**src/rtl/pcm_cmp_pkg.sv**
```systemverilog
package pcm_cmp_pkg;
    localparam logic [1:0] A_CTRL  = 2'd0;
    localparam logic [1:0] A_STAT  = 2'd1;
    localparam logic [1:0] A_CAUSE = 2'd2;
    localparam logic [1:0] MODE_NO01 = 2'd2;

    typedef enum logic [0:0] {
        ARMED_ST  = 1'b0,
        LOCKED_ST = 1'b1
    } lock_state_t;
endpackage

```
**src/rtl/pcm_cmp_bitpos.sv**
```systemverilog
module pcm_cmp_bitpos #(
    parameter int SLOT_W = 5,
    localparam int POS_W = SLOT_W + 3
) (
    input  logic             clk,
    input  logic             rst_n,
    input  logic             bclk,
    input  logic             fsync,
    output logic             smp,
    output logic [POS_W-1:0] cur_pos
);
    logic             bclk_q;
    logic [POS_W-1:0] pos_q;

    assign smp     = bclk & ~bclk_q;
    assign cur_pos = fsync ? '0 : pos_q + 1'b1;

    always_ff @(posedge clk) begin
        if (!rst_n) begin
            bclk_q <= 1'b0;
            pos_q  <= '1;
        end else begin
            bclk_q <= bclk;
            if (smp) pos_q <= cur_pos;
        end
    end
endmodule

```
**src/rtl/pcm_cmp_pairs.sv**
```systemverilog
module pcm_cmp_pairs #(
    parameter int LINES = 4,
    localparam int PAIRS = LINES / 2
) (
    input  logic             smp,
    input  logic [LINES-1:0] rxd,
    input  logic [PAIRS-1:0] en,
    input  logic [1:0]       pmode,
    output logic [PAIRS-1:0] mis
);
    import pcm_cmp_pkg::*;

    for (genvar p = 0; p < PAIRS; p++) begin : g_pair
        logic live;
        if (p == 0) begin : g_first
            assign live = en[p] && (pmode != MODE_NO01);
        end else begin : g_rest
            assign live = en[p];
        end
        assign mis[p] = smp && live && (rxd[2*p] != rxd[2*p+1]);
    end
endmodule

```
**src/rtl/pcm_cmp_irqfsm.sv**
```systemverilog
module pcm_cmp_irqfsm (
    input  logic                     clk,
    input  logic                     rst_n,
    input  logic                     hit,
    input  logic                     rd_cause,
    output pcm_cmp_pkg::lock_state_t state,
    output logic                     capture
);
    import pcm_cmp_pkg::*;

    lock_state_t nxt;

    always_ff @(posedge clk) begin
        if (!rst_n) state <= ARMED_ST;
        else        state <= nxt;
    end

    always_comb begin
        nxt     = state;
        capture = 1'b0;
        unique case (state)
            ARMED_ST: begin
                if (hit) begin
                    capture = 1'b1;
                    nxt     = LOCKED_ST;
                end
            end
            LOCKED_ST: begin
                if (rd_cause) nxt = ARMED_ST;
            end
        endcase
    end
endmodule

```
**src/rtl/pcm_redund_cmp.sv**
```systemverilog
module pcm_redund_cmp #(
    parameter int SLOT_W = 5,
    parameter int DW     = 16,
    localparam int LINES = 4,
    localparam int PAIRS = LINES / 2,
    localparam int POS_W = SLOT_W + 3,
    localparam int CW    = PAIRS + POS_W
) (
    input  logic             clk,
    input  logic             rst_n,
    input  logic             bclk,
    input  logic             fsync,
    input  logic [LINES-1:0] rxd,
    input  logic [1:0]       addr,
    input  logic             wr_en,
    input  logic             rd_en,
    input  logic [7:0]       wdata,
    output logic [DW-1:0]    rdata,
    output logic             irq
);
    import pcm_cmp_pkg::*;

    logic [PAIRS-1:0] en_q;
    logic [1:0]       pmode_q;
    logic             mask_q;
    logic             status_q;
    logic [CW-1:0]    cause_q;
    logic             smp, capture;
    logic [POS_W-1:0] cur_pos;
    logic [PAIRS-1:0] mis;
    lock_state_t      state;
    logic             rd_stat, rd_cause;

    assign rd_stat  = rd_en && (addr == A_STAT);
    assign rd_cause = rd_en && (addr == A_CAUSE);

    pcm_cmp_bitpos #(.SLOT_W(SLOT_W)) u_pos (
        .clk(clk), .rst_n(rst_n), .bclk(bclk), .fsync(fsync),
        .smp(smp), .cur_pos(cur_pos)
    );

    pcm_cmp_pairs #(.LINES(LINES)) u_pairs (
        .smp(smp), .rxd(rxd), .en(en_q), .pmode(pmode_q), .mis(mis)
    );

    pcm_cmp_irqfsm u_fsm (
        .clk(clk), .rst_n(rst_n), .hit(|mis), .rd_cause(rd_cause),
        .state(state), .capture(capture)
    );

    always_ff @(posedge clk) begin
        if (!rst_n) begin
            en_q     <= '0;
            pmode_q  <= '0;
            mask_q   <= 1'b0;
            status_q <= 1'b0;
            cause_q  <= '0;
        end else begin
            if (wr_en && addr == A_CTRL) begin
                en_q    <= wdata[PAIRS-1:0];
                pmode_q <= wdata[3:2];
                mask_q  <= wdata[4];
            end
            if (capture) begin
                status_q <= 1'b1;
                cause_q  <= {cur_pos, mis};
            end else if (rd_stat) begin
                status_q <= 1'b0;
            end
        end
    end

    always_comb begin
        rdata = '0;
        unique case (addr)
            A_CTRL:  rdata[4:0]    = {mask_q, pmode_q, en_q};
            A_STAT:  rdata[0]      = status_q;
            A_CAUSE: rdata[CW-1:0] = cause_q;
            default: rdata         = '0;
        endcase
    end

    assign irq = status_q & ~mask_q;
endmodule

```
**config.mk**
```make
export PLATFORM = sky130hd
export DESIGN_NAME = pcm_redund_cmp
export DESIGN_NICKNAME = d
export VERILOG_FILES = /design/src/rtl/pcm_cmp_pkg.sv /design/src/rtl/pcm_cmp_bitpos.sv /design/src/rtl/pcm_cmp_pairs.sv /design/src/rtl/pcm_cmp_irqfsm.sv /design/src/rtl/pcm_redund_cmp.sv
export SDC_FILE = /design/constraint.sdc
export NUM_CORES = 1
export LEC_CHECK = 0
export BUFFER_PORTS_ARGS = -buffer_cell sky130_fd_sc_hd__buf_2
export CORE_MARGIN = 3
export CORE_UTILIZATION = 40
export CTS_BUF_LIST = sky130_fd_sc_hd__clkbuf_4 sky130_fd_sc_hd__clkbuf_8 sky130_fd_sc_hd__clkbuf_16
export DETAILED_ROUTE_END_ITERATION = 10
export HOLD_SLACK_MARGIN = 0.12
export PLACE_DENSITY_LB_ADDON = 0.3
export SYNTH_ARGS = -nofsm -noshare
export SYNTH_HDL_FRONTEND = slang
export SYNTH_HIERARCHICAL = 1
export SYNTH_SLANG_ARGS = --single-unit
```
**constraint.sdc**
```tcl
create_clock -name clk -period 1.7 [get_ports clk]
set_input_delay 0.17 -clock clk [delete_from_list [all_inputs] [get_ports clk]]
set_output_delay 0.17 -clock clk [all_outputs]
set_load 0.01 [all_outputs]
```
[Yosys cells after proc, flatten, opt, wreduce, memory -nomap -nowiden]
Cells that the tools add are included.
Operators by class
  muxes and demuxes: 10
  reduce and logical (&&, ||, !) cells: 11
  equal/unequal tests: 5
  bitwise gates (word level): 5
  add/sub/neg operators: 1
Operator list (number)
  8-bit by 1-bit adder with 8-bit output (second input constant): 1
  1-bit logical AND: 8
  8-bit 2-to-1 mux: 1
  4-bit case mux with 2 select lines: 1
  1-bit 2-to-1 mux: 5
  5-bit 2-to-1 mux: 1
  1-bit NOT: 3
  1-bit case mux with 3 select lines: 1
  1-bit AND: 2
  2-bit by 1-bit equality test with 1-bit output (second input constant): 1
  2-bit equality test (second input constant): 1
  2-bit zero test: 1
  1-bit inequality test: 2
  2-bit inequality test (second input constant): 1
  1-bit case mux with 2 select lines: 1
  2-bit nonzero test: 1
  2-bit OR reduction: 1
Word-level totals
  input port bits: 20
  flip-flop bits (word level): 26
  output and inout port bits: 17
  word-level logic and storage cells: 40

[Logic depth before layout (Yosys ltp)]
Gate-level depths: netlist (run 1).
  depth after elaboration: 8
  gate-level depth with buffers: 10
  gate-level depth less buffers: 8

[Cells and area by module]
The synthesis (run 1) kept the hierarchy.
Modules (own cells, without submodules)
  pcm_redund_cmp: instances 1, sequential area each 320.3 sq um, cells an instance 87, area each 829.5 sq um
  pcm_cmp_bitpos: instances 1, sequential area each 180.2 sq um, cells an instance 67, area each 531.8 sq um
  pcm_cmp_irqfsm: instances 1, sequential area each 20.0 sq um, cells an instance 4, area each 47.5 sq um
  pcm_cmp_pairs: instances 1, sequential area each 0.0 sq um, cells an instance 5, area each 41.3 sq um

[Worst setup path after synthesis (run 1)]
No wires, ideal clock.
  path kind: register to register
  start: register u_pos.bclk_q
  end: register status_q
  setup time: 123 ps
  period minus slack after synthesis: 1824 ps
  cell stages (with the launch flop): 11
  arrival time: 1701 ps
  path slack: -124 ps
  cells stage by stage: dfxtp_1 > nand2b_1 > clkbuf_1 > inv_1 > o211ai_1 > a221oi_2 > or2_2 > nor2b_4 > buf_4 > o21ai_0 > a31oi_1
On the way
  longest elaborated chain between the ends: 8
  elaborated cells on any way between the ends: 11
RTL lines
  from (decl): line pcm_cmp_bitpos.sv:12  | logic bclk_q;
  from (signal assigned): line pcm_cmp_bitpos.sv:23  | bclk_q <= bclk;
  1-bit NOT *: line pcm_cmp_bitpos.sv:15  | assign smp = bclk & ~bclk_q;
  1-bit AND *: line pcm_cmp_bitpos.sv:15
  net smp: line pcm_redund_cmp.sv:28  | logic smp, capture;
  1-bit logical AND * (2 in series): line pcm_cmp_pairs.sv:20  | assign mis[p] = smp && live && (rxd[2*p] != rxd[2*p+1]);
  net mis[0]: line pcm_redund_cmp.sv:30  | logic [PAIRS-1:0] mis;
  2-bit OR reduction *: line pcm_redund_cmp.sv:47  | .clk(clk), .rst_n(rst_n), .hit(|mis), .rd_cause(rd_cause),
  1-bit 2-to-1 mux *: line pcm_cmp_irqfsm.sv:23  | if (hit) begin
  1-bit 2-to-1 mux *: line pcm_cmp_irqfsm.sv:21  | unique case (state)
  net capture: line pcm_redund_cmp.sv:28
  1-bit 2-to-1 mux / 2-bit nonzero test (equally long branches)
  to (signal assigned): line pcm_redund_cmp.sv:56  | status_q <= 1'b0;
  to (signal assigned): line pcm_redund_cmp.sv:65  | status_q <= 1'b1;
  to (signal assigned): line pcm_redund_cmp.sv:68  | status_q <= 1'b0;
  to (decl): line pcm_redund_cmp.sv:26  | logic status_q;
The timed path passes the listed nets; every way through them passes the cells marked *.
A chain may end at the register's enable or synchronous reset.

[Final worst setup path (run 1)]
  start: register u_pos.bclk_q
  end: register cause_q[3]
On the way
  longest elaborated chain between the ends: 7
  elaborated cells on any way between the ends: 9
RTL lines
  1-bit NOT: line pcm_cmp_bitpos.sv:15
  1-bit AND: line pcm_cmp_bitpos.sv:15
  net smp: line pcm_redund_cmp.sv:28
  1-bit logical AND (2 in series): line pcm_cmp_pairs.sv:20
  net mis[0]: line pcm_redund_cmp.sv:30
  2-bit OR reduction: line pcm_redund_cmp.sv:47
  1-bit 2-to-1 mux: line pcm_cmp_irqfsm.sv:23
  1-bit 2-to-1 mux: line pcm_cmp_irqfsm.sv:21
  net capture: line pcm_redund_cmp.sv:28
  to (signal assigned): line pcm_redund_cmp.sv:66  | cause_q <= {cur_pos, mis};
  to (decl): line pcm_redund_cmp.sv:27  | logic [CW-1:0] cause_q;
The timed path passes the listed nets, and every way through them passes these cells.

==> results.txt, run 1 <==
status = finished, violations left
failing checks = setup timing
All-Layer GR Usage = 14.99%
CTS tree = yes
Routed Antenna Nets = 0
Critical Path Start Type = flip-flop
Die H = 66.21 um
core box area = 3416 um^2
PD cells = 701.7 nW/um^2
dpl hpwl = 2215 um
Worst-Skew Late Latency = 0.32 ns
post-synth cell types = 36
Syn Area/Cell = 8.897 um^2
total number of vias = 1203
Nets = 217
leak pwr = 0.7266 nW
largest net degree at the start of global routing = 32
kind of critical path = flip-flop to flip-flop
met1 GRT Util = 18.56%
Final Skew = 0.01205 ns
DRC = 0
initial DRC count = 25
vias in the first global route = 1110
busiest grt layer = met2
share of post-route cells with drive strength above 1 = 22.56%
clock sink count = 26
Mapped Area = 1450 um^2
antenna violations before repair = 0
num rows = 21
Synth Register Bits = 26
Yosys warning count = 6
final worst-path cycle share = 100.3%
Synth Instances = 163
Final Hold Violating Endpoints = 0
first-pass GRT wire length = 5092 um
Initial Util = 42.45%
Clock transition at path regs = 0.13 ns
most frequent cells in the layout = buf_2 (27), dfxtp_1 (25), mux2i_1 (22)
CTS buffer count = 3
Placement Setup Slack = 0.01948 ns
M3 GR Usage = 4.082%
num ports = 37
Critical Path AT = 1.92 ns
H-tree levels = 1
n_diodes = 0
die area = 4384 um^2
Crit path required time = 1.92 ns
Post-Route Utilization = 50.22%
routability cong. = 0.7442
Post-Layout Inst Area = 1715 um^2
IO buf count = 27
placed cell area = 1593 um^2
Hold Crit Class = input pin to flip-flop
grt ovf = 0
met2 usage in global routing = 25.40%
worst vdd ir = 0.5625 mV
setup TNS = -0.004443 ns
Clock Tree Buf Depth = 2
Max Clock Freq = 0.5867 GHz
area delta synth->final = 18.29%
drt total wl = 3038 um
Final setup viols = 1
drt wl/cell = 12.61 um
RSZ-0062 raised after global routing = yes
Die Width = 66.21 um
DR pass1 iterations = 4
MaxCap Viol Count = 0
CTS Root Cell = clkbuf_4
fill count = 346
post-layout min period = 1.704 ns
highest net fanout along the worst path = 7
crit end category = flip-flop
via/cell ratio = 4.992
register area share after synthesis = 35.89%
Final Slew Violations = 0
Final WS setup = -0.004443 ns
commonest non-fill, non-tap cell in the layout = buf_2
-- layout make-up --
type	count	area, um^2	area share (%)
multi-input combinational	124	845.8	49.31
clock buffer	4	36.28	2.115
sequential	26	521.8	30.42
timing repair buffer	38	242.7	14.15
tap	46	57.56	3.355
inverter	3	11.26	0.6565
-- final timing paths --
check | from | end | slack [ns] | cells past startpoint
setup / recovery | u_pos/bclk_q | cause_q[3] | -0.004 | 9
hold / removal | rst_n | u_pos/pos_q[0] | 0.25 | 2
setup reg to reg | u_pos/bclk_q | cause_q[3] | -0.004 | 9
hold reg to reg | en_q[1] | en_q[1] | 0.50 | 2
-- where the power goes --
group	internal, mW	leakage (nW)	switching (mW)	total (mW)
sequential	0.635	0.212	0.0313	0.667
clock	0.131	0.0210	0.179	0.310
combinational	0.105	0.493	0.122	0.227
-- synthesized netlist by cell type --
cell | number | area share, %
a21oi_1 | 3 | 1.0
a221oi_2 | 1 | 1.0
a31oi_1 | 3 | 1.3
and2_1 | 7 | 3.0
and2b_1 | 3 | 1.6
and3_1 | 1 | 0.43
buf_2 | 3 | 1.0
buf_4 | 7 | 3.6
buf_6 | 2 | 1.6
clkbuf_1 | 3 | 0.78
conb_1 | 1 | 0.26
dfxtp_1 | 26 | 36
ha_1 | 1 | 0.86
inv_1 | 3 | 0.78
mux2i_1 | 22 | 15
nand2_1 | 18 | 4.7
nand2b_1 | 1 | 0.43
nand3_1 | 1 | 0.34
nand3_2 | 1 | 0.69
nand4_1 | 4 | 1.7
nor2_1 | 8 | 2.1
nor2b_1 | 15 | 6.5
nor2b_4 | 1 | 0.95
nor3b_4 | 1 | 1.3
o211ai_1 | 1 | 0.52
o21a_1 | 1 | 0.52
o21ai_0 | 9 | 3.1
o2bb2ai_1 | 1 | 0.60
o311ai_0 | 2 | 1.2
o311ai_1 | 1 | 0.60
or2_2 | 1 | 0.43
or3_1 | 3 | 1.3
or3b_4 | 1 | 0.78
or4_1 | 3 | 1.6
xnor2_1 | 1 | 0.60
xor2_1 | 3 | 1.8
-- logic make-up (layout without fill, tap and decap cells) --
group / count (synthesis) / after routing / synth area share [%]
adder cells (fa/ha/maj): 1 / 1 / 0.8627
AND/OR/NAND/NOR: 69 / 69 / 27.70
AO/OA/AOI/OAI: 22 / 22 / 9.922
other: 1 / 6 / 0.2586
buffers and inverters: 18 / 45 / 7.765
XOR/XNOR: 4 / 4 / 2.416
multiplexers: 22 / 22 / 15.19
flip-flops: 26 / 26 / 35.89
-- stage by stage --
stage / hold WS, ns / instances / total power [mW]
2_1_floorplan: 0.2773 / 168 / 0.8488
3_3_place_gp: 0.3799 / 229 / 0.8810
3_5_place_dp: 0.3822 / 229 / 0.8923
4_1_cts: 0.2172 / 240 / 1.216
5_1_grt: 0.2490 / 241 / 1.282
6_report: 0.2541 / 241 / 1.204
-- what timing repair did --
action	CTS	global route
setup endpoints to repair	4	11
hold buffers	7	0
hold endpoints to repair	7	0
cloned	0	0
gates resized for setup	2	1
buffers inserted	0	1
-- critical path, cell delays in order, from the launching register on --
cell and delay [ns]:
dfxtp_2 0.34, nand2b_4 0.14, inv_2 0.05, o211ai_1 0.10
a221oi_2 0.26, or2_4 0.17, nor2b_4 0.15, buf_6 0.15
mux2i_1 0.19, nor2b_1 0.06
-- state kept, by name, summed over array words and instances (netlist names) --
name,flops
en_q,2
u_pos/bclk_q,1
pmode_q,2
u_pos/pos_q,8
mask_q,1
u_fsm/state,1
status_q,1
cause_q,10
-- layer usage --
layer,share of wire [%],routed length (um),vias to the layer above
li1,-,-,616
met1,44,1342,557
met2,51,1542,28
met3,4.3,130,2
met4,0.76,23,0
met5,0,0,-
No activity file was read; power rests on OpenSTA's default activity.
==> run 2: changes to the inputs <==
Settings changed: SKIP_LAST_GASP set to 1.
==> run 2 against run 1 <==
Effect of this change:
- maximum frequency shrank 0.21%
- critical path depth unchanged
- combinational power is essentially flat
- critical endpoint is now cause_q[7]
- flip-flop and latch count unchanged
- power barely moved
- largest cell class unchanged
- the flow still finishes with violations (setup timing)
- global-route usage barely moved
- via count grew 1.2%
- routed wire length grew 0.16%
- clock-buffer cell count unchanged
- design area unchanged
==> results.txt, run 2 (synthesis results as in run 1) <==
status = finished, violations left
failing checks = setup timing
n_diodes = 0 (unchanged)
antenna violations before repair = 0 (unchanged)
dpl hpwl = 2215 um (unchanged)
worst vdd ir = 0.5621 mV (about the same)
Worst-Skew Late Latency = 0.32 ns (about the same)
kind of critical path = flip-flop to flip-flop
Initial Util = 42.45% (unchanged)
routability cong. = 0.7442 (unchanged)
Nets = 217 (unchanged)
Die Width = 66.21 um (unchanged)
Clk network pwr share = 25.6% (-0.2 points)
Final setup viols = 2 (+1)
worst reg2reg setup slack = -0.008 ns (about the same)
most frequent cells in the layout = buf_2 (27), dfxtp_1 (25), mux2i_1 (22)
MaxCap Viol Count = 0 (unchanged)
total number of vias = 1217 (+1.2%)
post-layout min period = 1.708 ns (+0.003502 ns)
clock sink count = 26 (unchanged)
sequential cell fraction of total power = 55.4% (about the same)
share of post-route cells with drive strength above 1 = 23.08% (+0.51 points)
commonest non-fill, non-tap cell in the layout = buf_2
Worst-Margin Slew = 0.5042 ns
Max Clock Freq = 0.5855 GHz (-0.21%)
Slew HR = 66.39%
first-pass GRT wire length = 5106 um (+0.27%)
RSZ-0062 raised after global routing = yes
Clock transition at path regs = 0.14 ns (about the same)
initial DRC count = 37 (+48%)
PD cells = 701.8 nW/um^2 (about the same)
Final Skew = 0.01107 ns (-0.0009789 ns)
Routed Antenna Nets = 0 (unchanged)
final worst-path cycle share = 100.5% (+0.21 points)
num ports = 37 (unchanged)
DR pass1 iterations = 4 (unchanged)
Die H = 66.21 um (unchanged)
highest net fanout along the worst path = 6 (-1)
core box area = 3416 um^2 (unchanged)
Final Slew Violations = 0 (unchanged)
H-tree levels = 1 (unchanged)
DRC = 0 (unchanged)
P_int = 0.8711 mW (about the same)
drt wl/cell = 12.63 um (+0.16%)
Most flops, register = cause_q
die area = 4384 um^2 (unchanged)
largest net degree at the start of global routing = 32 (unchanged)
Post-Layout Inst Area = 1715 um^2 (unchanged)
Final Hold Violating Endpoints = 0 (unchanged)
All-Layer GR Usage = 15.02% (+0.035 points)
placed cell count = 229 (unchanged)
drt total wl = 3043 um (+0.16%)
crit end category = flip-flop
grt ovf = 0 (unchanged)
Top Registers = cause_q (10), u_pos/pos_q (8)
Hold Crit Class = input pin to flip-flop
max reg flops = 10 (unchanged)
Crit path required time = 1.93 ns (about the same)
CTS tree = yes
Clock Tree Buf Depth = 2 (unchanged)
Critical Path AT = 1.94 ns (+0.02 ns)
Post-Layout Cell Count = 241 (unchanged)
IO buf count = 27 (unchanged)
leak pwr = 0.7264 nW (about the same)
Logic pwr share = 18.9% (about the same)
Final WS setup = -0.007945 ns (-0.003502 ns)
CTS buffer count = 3 (unchanged)
Psw = 0.3327 mW (about the same)
Critical Path Start Type = flip-flop
area delta synth->final = 18.29% (unchanged)
CTS Root Cell = clkbuf_4
switching share of total power = 27.64% (about the same)
via/cell ratio = 5.050 (+1.2%)
placed cell area = 1593 um^2 (unchanged)
vias in the first global route = 1107 (-0.27%)
num rows = 21 (unchanged)
## run 2: final timing paths
path                     start        endpoint  depth (start not counted)
setup / recovery  u_pos/bclk_q      cause_q[7]                          9
hold reg to reg        en_q[1]         en_q[1]                          2
hold / removal           rst_n  u_pos/pos_q[0]                          2
setup reg to reg  u_pos/bclk_q      cause_q[7]                          9
## run 2: power groups by stage
stage	logic [mW]	clock network, mW	registers (mW)
after floorplan	0.181	0	0.668
after global placement	0.204	0	0.677
after detailed placement	0.214	0	0.679
after CTS	0.227	0.323	0.665
after global routing	0.254	0.358	0.671
final	0.228	0.309	0.667
## run 2: critical path: stages, from the launching register on
cell      delay (ns)
dfxtp_2         0.34
nand2b_4        0.14
inv_2           0.05
o211ai_1        0.10
a221oi_2        0.26
or2_4           0.18
nor2b_4         0.14
buf_4           0.17
mux2i_1         0.19
nor2b_1         0.06
## run 2: cell type report
| cell class | count | area (um^2) |
|---|---|---|
| fillers | 346 | 1700 |
| multi-input cells | 124 | 849.6 |
| flip-flops and latches | 26 | 521.8 |
| repair buffers | 38 | 239.0 |
| well taps | 46 | 57.56 |
| clock buffers | 4 | 36.28 |
| inverters | 3 | 11.26 |
## run 2: metal layers
layer | part of all wire (%) | vias to the layer above | wire, um | global-route usage [%]
li1 | - | 616 | - | -
met1 | 45 | 574 | 1377 | 18.67
met2 | 50 | 25 | 1532 | 25.40
met3 | 3.6 | 2 | 109 | 4.082
met4 | 0.76 | 0 | 23 | 3.807
met5 | 0 | - | 0 | 0
## run 2: timing repair
action | in CTS | in global routing
pin swaps | 0 | 0
cloned | 0 | 0
endpoints found under the setup margin | 4 | 11
endpoints found under the hold margin | 7 | 0
resized for setup | 1 | 3
buffers inserted | 0 | 1
hold buffers | 7 | 0
## run 2: stage by stage
stage	hold slack [ns]	total power [mW]	setup slack, ns	util [%]	TNS [ns]
floorplan	0.2773	0.8488	-0.004113	-	-0.03290
global placement	0.3799	0.8810	0.07107	46.63	0
detailed placement	0.3822	0.8923	0.01948	46.63	0
global route	0.2490	1.283	-0.1073	50.22	-0.8876
finish	0.2565	1.204	-0.007945	50.22	-0.01027
CTS	0.2172	1.216	-0.01209	49.85	-0.01653
==> run 3: changes to the inputs <==
Settings changed: CORE_ASPECT_RATIO set to 2.
==> run 3 against run 2 <==
Effect of this change:
- the flow now finishes without violations
- clock skew fell by 0.0075 ns
- critical path depth unchanged
- via count grew 0.33%
- first-iteration DRC count down 5.4%
- sequential share of layout area rose by 0.42 points
- routed wire length grew 1.8%
- non-clock buffer count down 5
- final cell count fell by 1.2%
==> results.txt, run 3 (synthesis results as in run 1) <==
Setup crit start = u_pos/bclk_q
Clock Tree Buf Depth = 2 (unchanged)
drt wl/cell = 13.01 um (+3.1%)
n_diodes = 0 (unchanged)
CP Depth = 9 (unchanged)
leak pwr = 0.7134 nW (-1.8%)
fill count = 350 (+1.2%)
Hold Path Stages = 3 (+1)
initial DRC count = 35 (-5.4%)
DRC = 0 (unchanged)
MaxCap Viol Count = 0 (unchanged)
Top Registers = cause_q (10), u_pos/pos_q (8)
max reg flops = 10 (unchanged)
DR pass1 iterations = 4 (unchanged)
multi-input logic area = 845.8 um^2 (-0.44%)
kind of critical path = flip-flop to flip-flop
Worst-Skew Late Latency = 0.27 ns (-0.05 ns)
CTS Root Cell = clkbuf_8
Initial Util = 41.99% (-0.46 points)
worst reg2reg setup slack = 0.003 ns (about the same)
Die H = 91.15 um (+38%)
status = finished, final reports clean
Final Hold Violating Endpoints = 0 (unchanged)
num ports = 37 (unchanged)
antenna violations before repair = 0 (unchanged)
PD cells = 768.7 nW/um^2 (+9.5%)
crit end category = flip-flop
worst reg2reg startpoint = u_pos/bclk_q
CTS tree = yes
routability cong. = 0.7745 (+4.1%)
critical path's top delay family = simple AND/OR/NAND/NOR gates
clock sink count = 26 (unchanged)
H-tree levels = 1 (unchanged)
commonest non-fill, non-tap cell in the layout = buf_2
Final Slew Violations = 0 (unchanged)
Final setup viols = 0 (-2)
dpl hpwl = 2350 um (+6.1%)
worst-case reg-to-reg path depth = 9 (unchanged)
All-Layer GR Usage = 14.65% (-0.37 points)
Hold Crit Class = input pin to flip-flop
Critical Path Sink = cause_q[0]
highest net fanout along the worst path = 13 (+7)
slowest library cell on the worst path = dfxtp_1
Post-CTS Setup Inserts = 0 (unchanged)
largest net degree at the start of global routing = 32 (unchanged)
IO buf count = 27 (unchanged)
via/cell ratio = 5.130 (+1.6%)
critical-path cell list = nand2b_4, inv_2, o211ai_1, a221oi_2, or2_4, nor2b_4, buf_12, mux2i_1, nor2b_1
total number of vias = 1221 (+0.33%)
sequential cell area = 520.5 um^2 (-0.24%)
Final Skew = 0.003555 ns (-0.007514 ns)
die area = 4428 um^2 (+1.0%)
Post-Layout Inst Area = 1688 um^2 (-1.6%)
Clock transition at path regs = 0.09 ns (-0.05 ns)
area delta synth->final = 16.39%
post-layout min period = 1.697 ns (-0.01058 ns)
Routed Antenna Nets = 0 (unchanged)
PostCTS Resize Cnt = 0 (-1)
WHS = 0.1354 ns (-0.1211 ns)
most frequent cells in the layout = buf_2 (27), dfxtp_1 (26), mux2i_1 (22)
CP max stage delay = 0.32 ns (-0.02 ns)
num rows = 30 (+43%)
total power = 1.297 mW (+7.8%)
crit path buf inv count = 2 (unchanged)
setup TNS = 0 ns (+0.01027 ns)
Max Clock Freq = 0.5892 GHz (+0.62%)
CTS buffer count = 3 (unchanged)
worst vdd ir = 0.5002 mV (-11%)
first-pass GRT wire length = 5175 um (+1.4%)
Most flops, register = cause_q
Nets = 212 (-2.3%)
grt ovf = 0 (unchanged)
core box area = 3453 um^2 (+1.1%)
Die Width = 48.58 um (-27%)
RSZ-0062 raised after global routing = yes
drt total wl = 3097 um (+1.8%)
share of post-route cells with drive strength above 1 = 23.16% (+0.081 points)
Critical Path Start Type = flip-flop
Critical Path AT = 1.87 ns (-0.07 ns)
Crit path required time = 1.87 ns (-0.06 ns)
final worst-path cycle share = 99.84% (-0.62 points)
placed cell area = 1623 um^2 (+1.9%)
r2r endpoint = cause_q[0]
vias in the first global route = 1126 (+1.7%)
-- run 3: cell types whose count changed in the layout (fill, tap and decap cells not counted) --
| cell | previous run | this run |
|---|---|---|
| buf_12 | 0 | 1 |
| buf_4 | 3 | 4 |
| buf_6 | 1 | 0 |
| clkbuf_4 | 3 | 0 |
| clkbuf_8 | 1 | 4 |
| dfxtp_1 | 25 | 26 |
| dfxtp_2 | 1 | 0 |
| dlygate4sd3_1 | 7 | 1 |
| o21ai_0 | 8 | 9 |
| o21ai_2 | 1 | 0 |
-- run 3: cell type report --
cell class | instances | share of cell area [%]
inverters | 3 | 0.6672
flip-flops and latches | 26 | 30.84
multi-input cells | 124 | 50.11
repair buffers | 33 | 11.56
clock buffers | 4 | 3.262
well taps | 48 | 3.558
-- run 3: worst min-delay path by stage --
| stage | start | end | slack, ns |
|---|---|---|---|
| CTS | wdata[3] | pmode_q[1] | 0.13 |
| global route | wdata[3] | pmode_q[1] | 0.14 |
| detailed placement | rd_en | status_q | 0.39 |
| global placement | rd_en | status_q | 0.39 |
| finish | wdata[3] | pmode_q[1] | 0.14 |
| floorplan | rd_en | status_q | 0.28 |
-- run 3: worst min-delay path: cells and delay by family --
kind / cells / cell delay (ns)
muxes: 1 / 0.06
and+or+nand+nor: 1 / 0.04
buffers and inverters: 1 / 0.10
-- run 3: through the flow --
| stage | setup WS (ns) | utilization [%] | std cells |
|---|---|---|---|
| 6_report | 0.002640 | 48.88 | 238 |
| 4_1_cts | 0.01546 | 48.88 | 238 |
| 2_1_floorplan | -0.004113 | - | 168 |
| 3_3_place_gp | 0.05267 | 46.99 | 233 |
| 5_1_grt | -0.1194 | 48.88 | 238 |
| 3_5_place_dp | 0.02339 | 46.99 | 233 |
-- run 3: report_power, final --
part	leakage (nW)	internal (mW)	switching (mW)
Combinational	0.472	0.104	0.127
Sequential	0.212	0.634	0.0288
Clock	0.0288	0.207	0.196
-- run 3: what timing repair did --
action                                 in CTS  in global routing
setup endpoints to repair                   0                 11
hold buffers                                1                  0
endpoints found under the hold margin       1                  0
-- run 3: routing by layer --
layer,track usage (%),wire (um),up-vias
met5,0,0,-
met4,8.314,72,0
met1,16.12,1191,565
met2,26.04,1698,45
met3,2.299,134,8
li1,-,-,603
